==> config.mk <==
export PLATFORM = sky130hd
export DESIGN_NAME = fxp_acc_top
export DESIGN_NICKNAME = d
export VERILOG_FILES = /design/src/rtl/fxp_acc_pkg.sv /design/src/rtl/fxp_acc_product.sv /design/src/rtl/fxp_acc_ctrl.sv /design/src/rtl/fxp_acc_datapath.sv /design/src/rtl/fxp_acc_top.sv
export SDC_FILE = /design/constraint.sdc
export NUM_CORES = 2
export LEC_CHECK = 0
export CORE_UTILIZATION = 45
export DETAILED_ROUTE_END_ITERATION = 7
export DONT_BUFFER_PORTS = 1
export PLACE_DENSITY = 0.68
export REMOVE_ABC_BUFFERS = 1
export SYNTH_ARGS = -nofsm -noshare
export SYNTH_HDL_FRONTEND = slang
export SYNTH_SLANG_ARGS = --single-unit
==> constraint.sdc <==
create_clock -name clk_i -period 3.6 [get_ports clk_i]
set_input_delay 0.54 -clock clk_i [delete_from_list [all_inputs] [get_ports clk_i]]
set_output_delay 0.54 -clock clk_i [all_outputs]
set_load 0.02 [all_outputs]
==> src/rtl/fxp_acc_pkg.sv <==
package fxp_acc_pkg;

  typedef enum logic [1:0] {
    MODE_REDUCE  = 2'd0,
    MODE_FOLD    = 2'd1,
    MODE_RUNTIME = 2'd2
  } mode_cfg_e;

  // What the datapath does with the register on the coming edge
  typedef enum logic [2:0] {
    ACT_HOLD  = 3'd0,
    ACT_CLEAR = 3'd1,
    ACT_INIT  = 3'd2,
    ACT_FIRST = 3'd3,
    ACT_ADD   = 3'd4
  } acc_act_e;

endpackage

==> src/rtl/fxp_acc_product.sv <==
module fxp_acc_product #(
  parameter int unsigned INT_BITS  = 24,
  parameter int unsigned FRAC_BITS = 8
) (
  input  logic [INT_BITS+FRAC_BITS-1:0] a_i,
  input  logic [INT_BITS+FRAC_BITS-1:0] b_i,
  output logic [INT_BITS+FRAC_BITS-1:0] prod_o
);

  localparam int unsigned W  = INT_BITS + FRAC_BITS;
  localparam int unsigned PW = 2 * W;

  // Signed full product, arithmetic shift drops the extra fraction bits
  // (floor), then the low W bits are kept (modulo 2^W).
  function automatic logic [W-1:0] scale_mul(input logic [W-1:0] a,
                                             input logic [W-1:0] b);
    logic signed [PW-1:0] full;
    logic signed [PW-1:0] shifted;
    full    = PW'($signed(a)) * PW'($signed(b));
    shifted = full >>> FRAC_BITS;
    return shifted[W-1:0];
  endfunction

  assign prod_o = scale_mul(a_i, b_i);

endmodule

==> src/rtl/fxp_acc_ctrl.sv <==
module fxp_acc_ctrl
  import fxp_acc_pkg::*;
(
  input  logic     clk_i,
  input  logic     rst_ni,
  input  logic     clr_i,
  input  logic     init_load_i,
  input  logic     start_i,
  input  logic     valid_i,
  input  logic     last_i,
  input  logic     fold_i,
  output acc_act_e act_o,
  output logic     accept_o,
  output logic     open_o,
  output logic     done_o
);

  logic open_q, first_q, done_q;
  logic gate_w, first_now_w, accept_w;

  always_comb begin
    gate_w      = open_q | start_i;
    accept_w    = valid_i & ~clr_i & ~init_load_i & gate_w;
    first_now_w = ~fold_i & (start_i | first_q);
    if (clr_i)             act_o = ACT_CLEAR;
    else if (init_load_i)  act_o = ACT_INIT;
    else if (accept_w)     act_o = first_now_w ? ACT_FIRST : ACT_ADD;
    else                   act_o = ACT_HOLD;
  end

  always_ff @(posedge clk_i or negedge rst_ni) begin
    if (!rst_ni) begin
      open_q  <= 1'b1;
      first_q <= 1'b1;
      done_q  <= 1'b0;
    end else begin
      done_q <= accept_w & last_i;
      if (clr_i) begin
        open_q  <= 1'b1;
        first_q <= 1'b1;
      end else begin
        if (start_i) begin
          open_q  <= 1'b1;
          first_q <= 1'b1;
        end
        if (accept_w) begin
          first_q <= 1'b0;
          if (last_i) open_q <= 1'b0;
        end
      end
    end
  end

  assign accept_o = accept_w;
  assign open_o   = open_q;
  assign done_o   = done_q;

  AST_DONE_AFTER_LAST: assert property (@(posedge clk_i) disable iff (!rst_ni)
    (valid_i && last_i && !clr_i && !init_load_i && (open_o || start_i)) |=> done_o)
    else $error("done missing after last element");

  AST_DONE_SINGLE: assert property (@(posedge clk_i) disable iff (!rst_ni)
    (done_o && !valid_i) |=> !done_o)
    else $error("done held longer than one cycle");

  AST_CLOSED_AFTER_LAST: assert property (@(posedge clk_i) disable iff (!rst_ni)
    (accept_o && last_i && !start_i) |=> !open_o)
    else $error("gate still open after last element");

endmodule

==> src/rtl/fxp_acc_datapath.sv <==
module fxp_acc_datapath
  import fxp_acc_pkg::*;
#(
  parameter int unsigned W = 32
) (
  input  logic         clk_i,
  input  logic         rst_ni,
  input  acc_act_e     act_i,
  input  logic [W-1:0] init_val_i,
  input  logic [W-1:0] prod_i,
  output logic [W-1:0] acc_o
);

  logic [W-1:0] acc_q, acc_d;

  // Two's complement sum, carry out discarded
  function automatic logic [W-1:0] wrap_add(input logic [W-1:0] x,
                                            input logic [W-1:0] y);
    return x + y;
  endfunction

  always_comb begin
    unique case (act_i)
      ACT_CLEAR: acc_d = '0;
      ACT_INIT:  acc_d = init_val_i;
      ACT_FIRST: acc_d = prod_i;
      ACT_ADD:   acc_d = wrap_add(acc_q, prod_i);
      default:   acc_d = acc_q;
    endcase
  end

  always_ff @(posedge clk_i or negedge rst_ni) begin
    if (!rst_ni) acc_q <= '0;
    else         acc_q <= acc_d;
  end

  assign acc_o = acc_q;

  AST_CLEAR_ZERO: assert property (@(posedge clk_i) disable iff (!rst_ni)
    (act_i == ACT_CLEAR) |=> (acc_o == '0))
    else $error("clear did not zero the register");

  AST_FIRST_OVERWRITE: assert property (@(posedge clk_i) disable iff (!rst_ni)
    (act_i == ACT_FIRST) |=> (acc_o == $past(prod_i)))
    else $error("first element did not overwrite");

  AST_ADD_WRAPS: assert property (@(posedge clk_i) disable iff (!rst_ni)
    (act_i == ACT_ADD) |=> (acc_o == W'($past(acc_o) + $past(prod_i))))
    else $error("accumulate add wrong");

  AST_IDLE_HOLDS: assert property (@(posedge clk_i) disable iff (!rst_ni)
    (act_i == ACT_HOLD) |=> $stable(acc_o))
    else $error("register moved while idle");

endmodule

==> src/rtl/fxp_acc_top.sv <==
module fxp_acc_top
  import fxp_acc_pkg::*;
#(
  parameter int unsigned INT_BITS  = 24,
  parameter int unsigned FRAC_BITS = 8,
  parameter mode_cfg_e   MODE_CFG  = MODE_RUNTIME
) (
  input  logic                          clk_i,
  input  logic                          rst_ni,
  input  logic                          clr_i,
  input  logic                          mode_fold_i,
  input  logic                          init_load_i,
  input  logic [INT_BITS+FRAC_BITS-1:0] init_val_i,
  input  logic                          start_i,
  input  logic                          in_valid_i,
  input  logic [INT_BITS+FRAC_BITS-1:0] in_a_i,
  input  logic [INT_BITS+FRAC_BITS-1:0] in_b_i,
  input  logic                          in_last_i,
  output logic [INT_BITS+FRAC_BITS-1:0] acc_o,
  output logic                          done_o
);

  localparam int unsigned W = INT_BITS + FRAC_BITS;

  logic         fold_w;
  logic [W-1:0] prod_w;
  acc_act_e     act_w;
  logic         accept_w;
  logic         open_w;

  generate
    if (MODE_CFG == MODE_REDUCE) begin : g_mode_reduce
      assign fold_w = 1'b0;
    end else if (MODE_CFG == MODE_FOLD) begin : g_mode_fold
      assign fold_w = 1'b1;
    end else begin : g_mode_runtime
      assign fold_w = mode_fold_i;
    end
  endgenerate

  fxp_acc_product #(
    .INT_BITS (INT_BITS),
    .FRAC_BITS(FRAC_BITS)
  ) u_product (
    .a_i   (in_a_i),
    .b_i   (in_b_i),
    .prod_o(prod_w)
  );

  fxp_acc_ctrl u_ctrl (
    .clk_i      (clk_i),
    .rst_ni     (rst_ni),
    .clr_i      (clr_i),
    .init_load_i(init_load_i),
    .start_i    (start_i),
    .valid_i    (in_valid_i),
    .last_i     (in_last_i),
    .fold_i     (fold_w),
    .act_o      (act_w),
    .accept_o   (accept_w),
    .open_o     (open_w),
    .done_o     (done_o)
  );

  fxp_acc_datapath #(
    .W(W)
  ) u_datapath (
    .clk_i     (clk_i),
    .rst_ni    (rst_ni),
    .act_i     (act_w),
    .init_val_i(init_val_i),
    .prod_i    (prod_w),
    .acc_o     (acc_o)
  );

  AST_CLOSED_IGNORES: assert property (@(posedge clk_i) disable iff (!rst_ni)
    (!open_w && !start_i && !clr_i && !init_load_i) |=> $stable(acc_o))
    else $error("element taken while closed");

  AST_FOLD_START_KEEPS: assert property (@(posedge clk_i) disable iff (!rst_ni)
    (fold_w && start_i && !in_valid_i && !clr_i && !init_load_i) |=> $stable(acc_o))
    else $error("fold start disturbed register");

  AST_INIT_LOADS: assert property (@(posedge clk_i) disable iff (!rst_ni)
    (init_load_i && !clr_i) |=> (acc_o == $past(init_val_i)))
    else $error("initial value not loaded");

  AST_ACCEPT_GATED: assert property (@(posedge clk_i) disable iff (!rst_ni)
    accept_w |-> (in_valid_i && (open_w || start_i)))
    else $error("accept without open gate");

endmodule

==> out/metrics.csv <==
metric,value,unit
status,"complete, but fails checks",
failing checks,negative setup slack,
CP max stage cell,fa_1,
CP dominant cell by count,fa_1,
initial antenna violation count,0,
grt ovf,0,
fillers,5192,
register area share after synthesis,0.0333,
Final Hold Fails,0,
"FFs w/ async S/R, synth",1.00,
xor-xnor portion of the synthesized cell area,0.0359,
pre-CTS WS,-5.38,ns
GP Congestion,0.912,
IO Pins,137,
met3 Resource Use GR,0.0425,
vias in the first global route,22500,
commonest cells in the netlist,"644 x inv_1, 643 x fa_1, 464 x and2_1, 311 x nand2_1, 186 x ha_1",
max-cap viol count,0,
cells after synthesis,2892,
setup ws final,-4.53,ns
Max Freq,0.123,GHz
Tcrit/Tclk final,2.26,
maximum root-to-sink buffer count,2,
largest family of logic cells by synthesized area,adder cells,
Slew @ Worst Pin,1.32,ns
ranking of synthesized cells by area,"fa_1 49%, and2_1 11%, inv_1 9.2%",
H-tree levels,2,
Rows,88,
Synthesis Warnings,0,
first-pass GRT wire length,119000,um
post-synthesis cell type count,67,
vias post-DR,19900,
top-count cell post-synth,inv_1,
vias per cell,5.29,
Synth Area in Simple Gates,0.178,
CTS tree,yes,
Final Max Tran Viols,0,
met2 Resource Use GR,0.446,
top_reg_cell synth,dfrtp_1,
Yosys top cell by area,fa_1,
Die W,244,um
number of flops mapped to enable cells by yosys,0,
die height,244,um
post-synthesis compound-gate area fraction,0.0626,
fin crit period,8.13,ns
drt drc,0,
drt initial violations,978,
CTS sink cnt,35,
Syn-to-layout area delta,14.0,%
"Setup violations, final",32,
Max-slew headroom,0.118,
final-stage net count,3927,
Synth top area share,0.489,
RSZ-0062 raised after global routing,true,
Routed Antenna Nets,0,
endpoint type of the worst setup path,flop,
core area,0.0578,mm2
final wirelength,73700,um
post-synthesis mux area share,0.00114,
all-layer global routing usage,0.255,
CP max stage delay,0.57,ns
crit path DAT,8.31,ns
CP Max Fanout,32,
WS Path Type,primary input to flop,
"CP delay by family, top",adder cells,
worst endpoint required time,3.77,ns
pin count of the biggest net entering global routing,34,
HPWL Detailed,59000,um
routing usage on met1,0.321,
share of cells above drive strength 1,0.150,
#FFs+latches synth,35,
WL/cell,19.6,um
Synth Area in Adders,0.577,
Worst Hold Class,primary input to async pin,
WP buf/inv,3,
DRT Pass-1 Iters,8,
Initial Utilization,0.456,
insertion delay to the later sink of the worst-skew pair,0.29,ns
Die ar.,0.0595,mm2
port bufs,0,
Post-Syn Area,0.0263,mm2
"CTS clk-pin slew, worst paths",0.06,ns
gr busiest metal,met2,
Root Driver,clkbuf_16,
CP Launch Type,primary input,
Max Clock Skew,0.00882,ns
CTS Buf Count,5,
Mean Syn Cell Area,9.11,um2
-- per-layer routing --
metal  up-vias  routed length, um  share of wire
li1       8719                  -              -
met1     10400              28800           0.39
met2       645              37700           0.51
met3       144               4680          0.064
met4         0               2480          0.034
met5         -                  0              0
-- state kept, by name, summed over array words and instances (netlist names) --
signal            count
u_ctrl.open_o         1
u_ctrl.done_o         1
u_datapath.acc_o     32
u_ctrl.first_q        1
-- worst register-to-register path: stages (launching register included) --
cell       delay (ns)
dfrtp_1          0.49
ha_1             0.35
a21o_1           0.23
a21o_1           0.22
nor2_4           0.11
o21ai_4          0.10
a2111oi_4        0.31
nor3_2           0.11
a221oi_2         0.26
buf_4            0.17
o21ai_2          0.05
xor2_1           0.16
a221o_1          0.33
-- cell families after synthesis --
logic type / after synthesis
flip-flops: 35
AO/OA/AOI/OAI: 237
adder cells (fa/ha/maj): 829
XOR/XNOR: 108
multiplexers: 3
AND/OR/NAND/NOR: 891
buffers and inverters: 789
-- final timing paths --
path / cells past startpoint / start / endpoint / slack (ns)
setup / recovery: 31 / in_b_i[5] / u_datapath.acc_o[31] / -4.53
setup reg to reg: 12 / u_datapath.acc_o[7] / u_datapath.acc_o[29] / 0.61
max in group asynchronous: 1 / rst_ni / u_datapath.acc_o[24] / 3.32
min in group clk_i: 1 / clr_i / u_ctrl.open_o / 0.37
hold reg to reg: 2 / u_ctrl.open_o / u_ctrl.open_o / 0.52
hold / removal: 1 / rst_ni / u_datapath.acc_o[3] / 0.07
-- final cells by class --
class / count / area [um2] / area share
antenna: 1 / 2.50 / 0.0000834
clock buffer: 7 / 143 / 0.00475
inverter: 644 / 2420 / 0.0805
tap: 765 / 957 / 0.0319
multi-input combinational: 2068 / 23700 / 0.790
timing repair buffer: 240 / 1900 / 0.0633
sequential: 35 / 878 / 0.0293
clock inverter: 1 / 8.76 / 0.000292
-- cells in the final DEF, fill, tap and decap left out, types with 16 or more instances in the layout --
cell     count
a22oi_1     16
a21oi_1     27
a21o_1      34
nand2_1    309
dfrtp_1     33
xnor2_1     57
nor2_1      34
ha_1       154
inv_2       20
inv_1      624
a21oi_2     23
buf_6       20
fa_1       638
xnor2_2     17
and2_1     452
o21ai_1     26
buf_4      218
ha_4        29
xor2_1      26
-- repair_timing --
action	4_1_cts	5_1_grt
resized for setup	194	74
pin swaps	148	98
hold buffers	1	0
hold endpoints to repair	33	0
buffers inserted	28	17
endpoints found under the setup margin	32	32
-- stage by stage --
stage               TNS [ns]  instance area (um2)  cells  hold slack, ns   util
floorplan            -120.85                25800   2747           0.244      -
global placement     -136.43                28300   3710           0.245  0.489
detailed placement   -139.68                28300   3710           0.245  0.489
CTS                  -119.33                29500   3745          0.0835  0.511
global route         -128.11                30000   3760          0.0825  0.519
finish               -120.05                30000   3761          0.0730  0.519
Power is not shown: default switching activity piles up to over one toggle a cycle in this logic, so the estimate is an artifact.
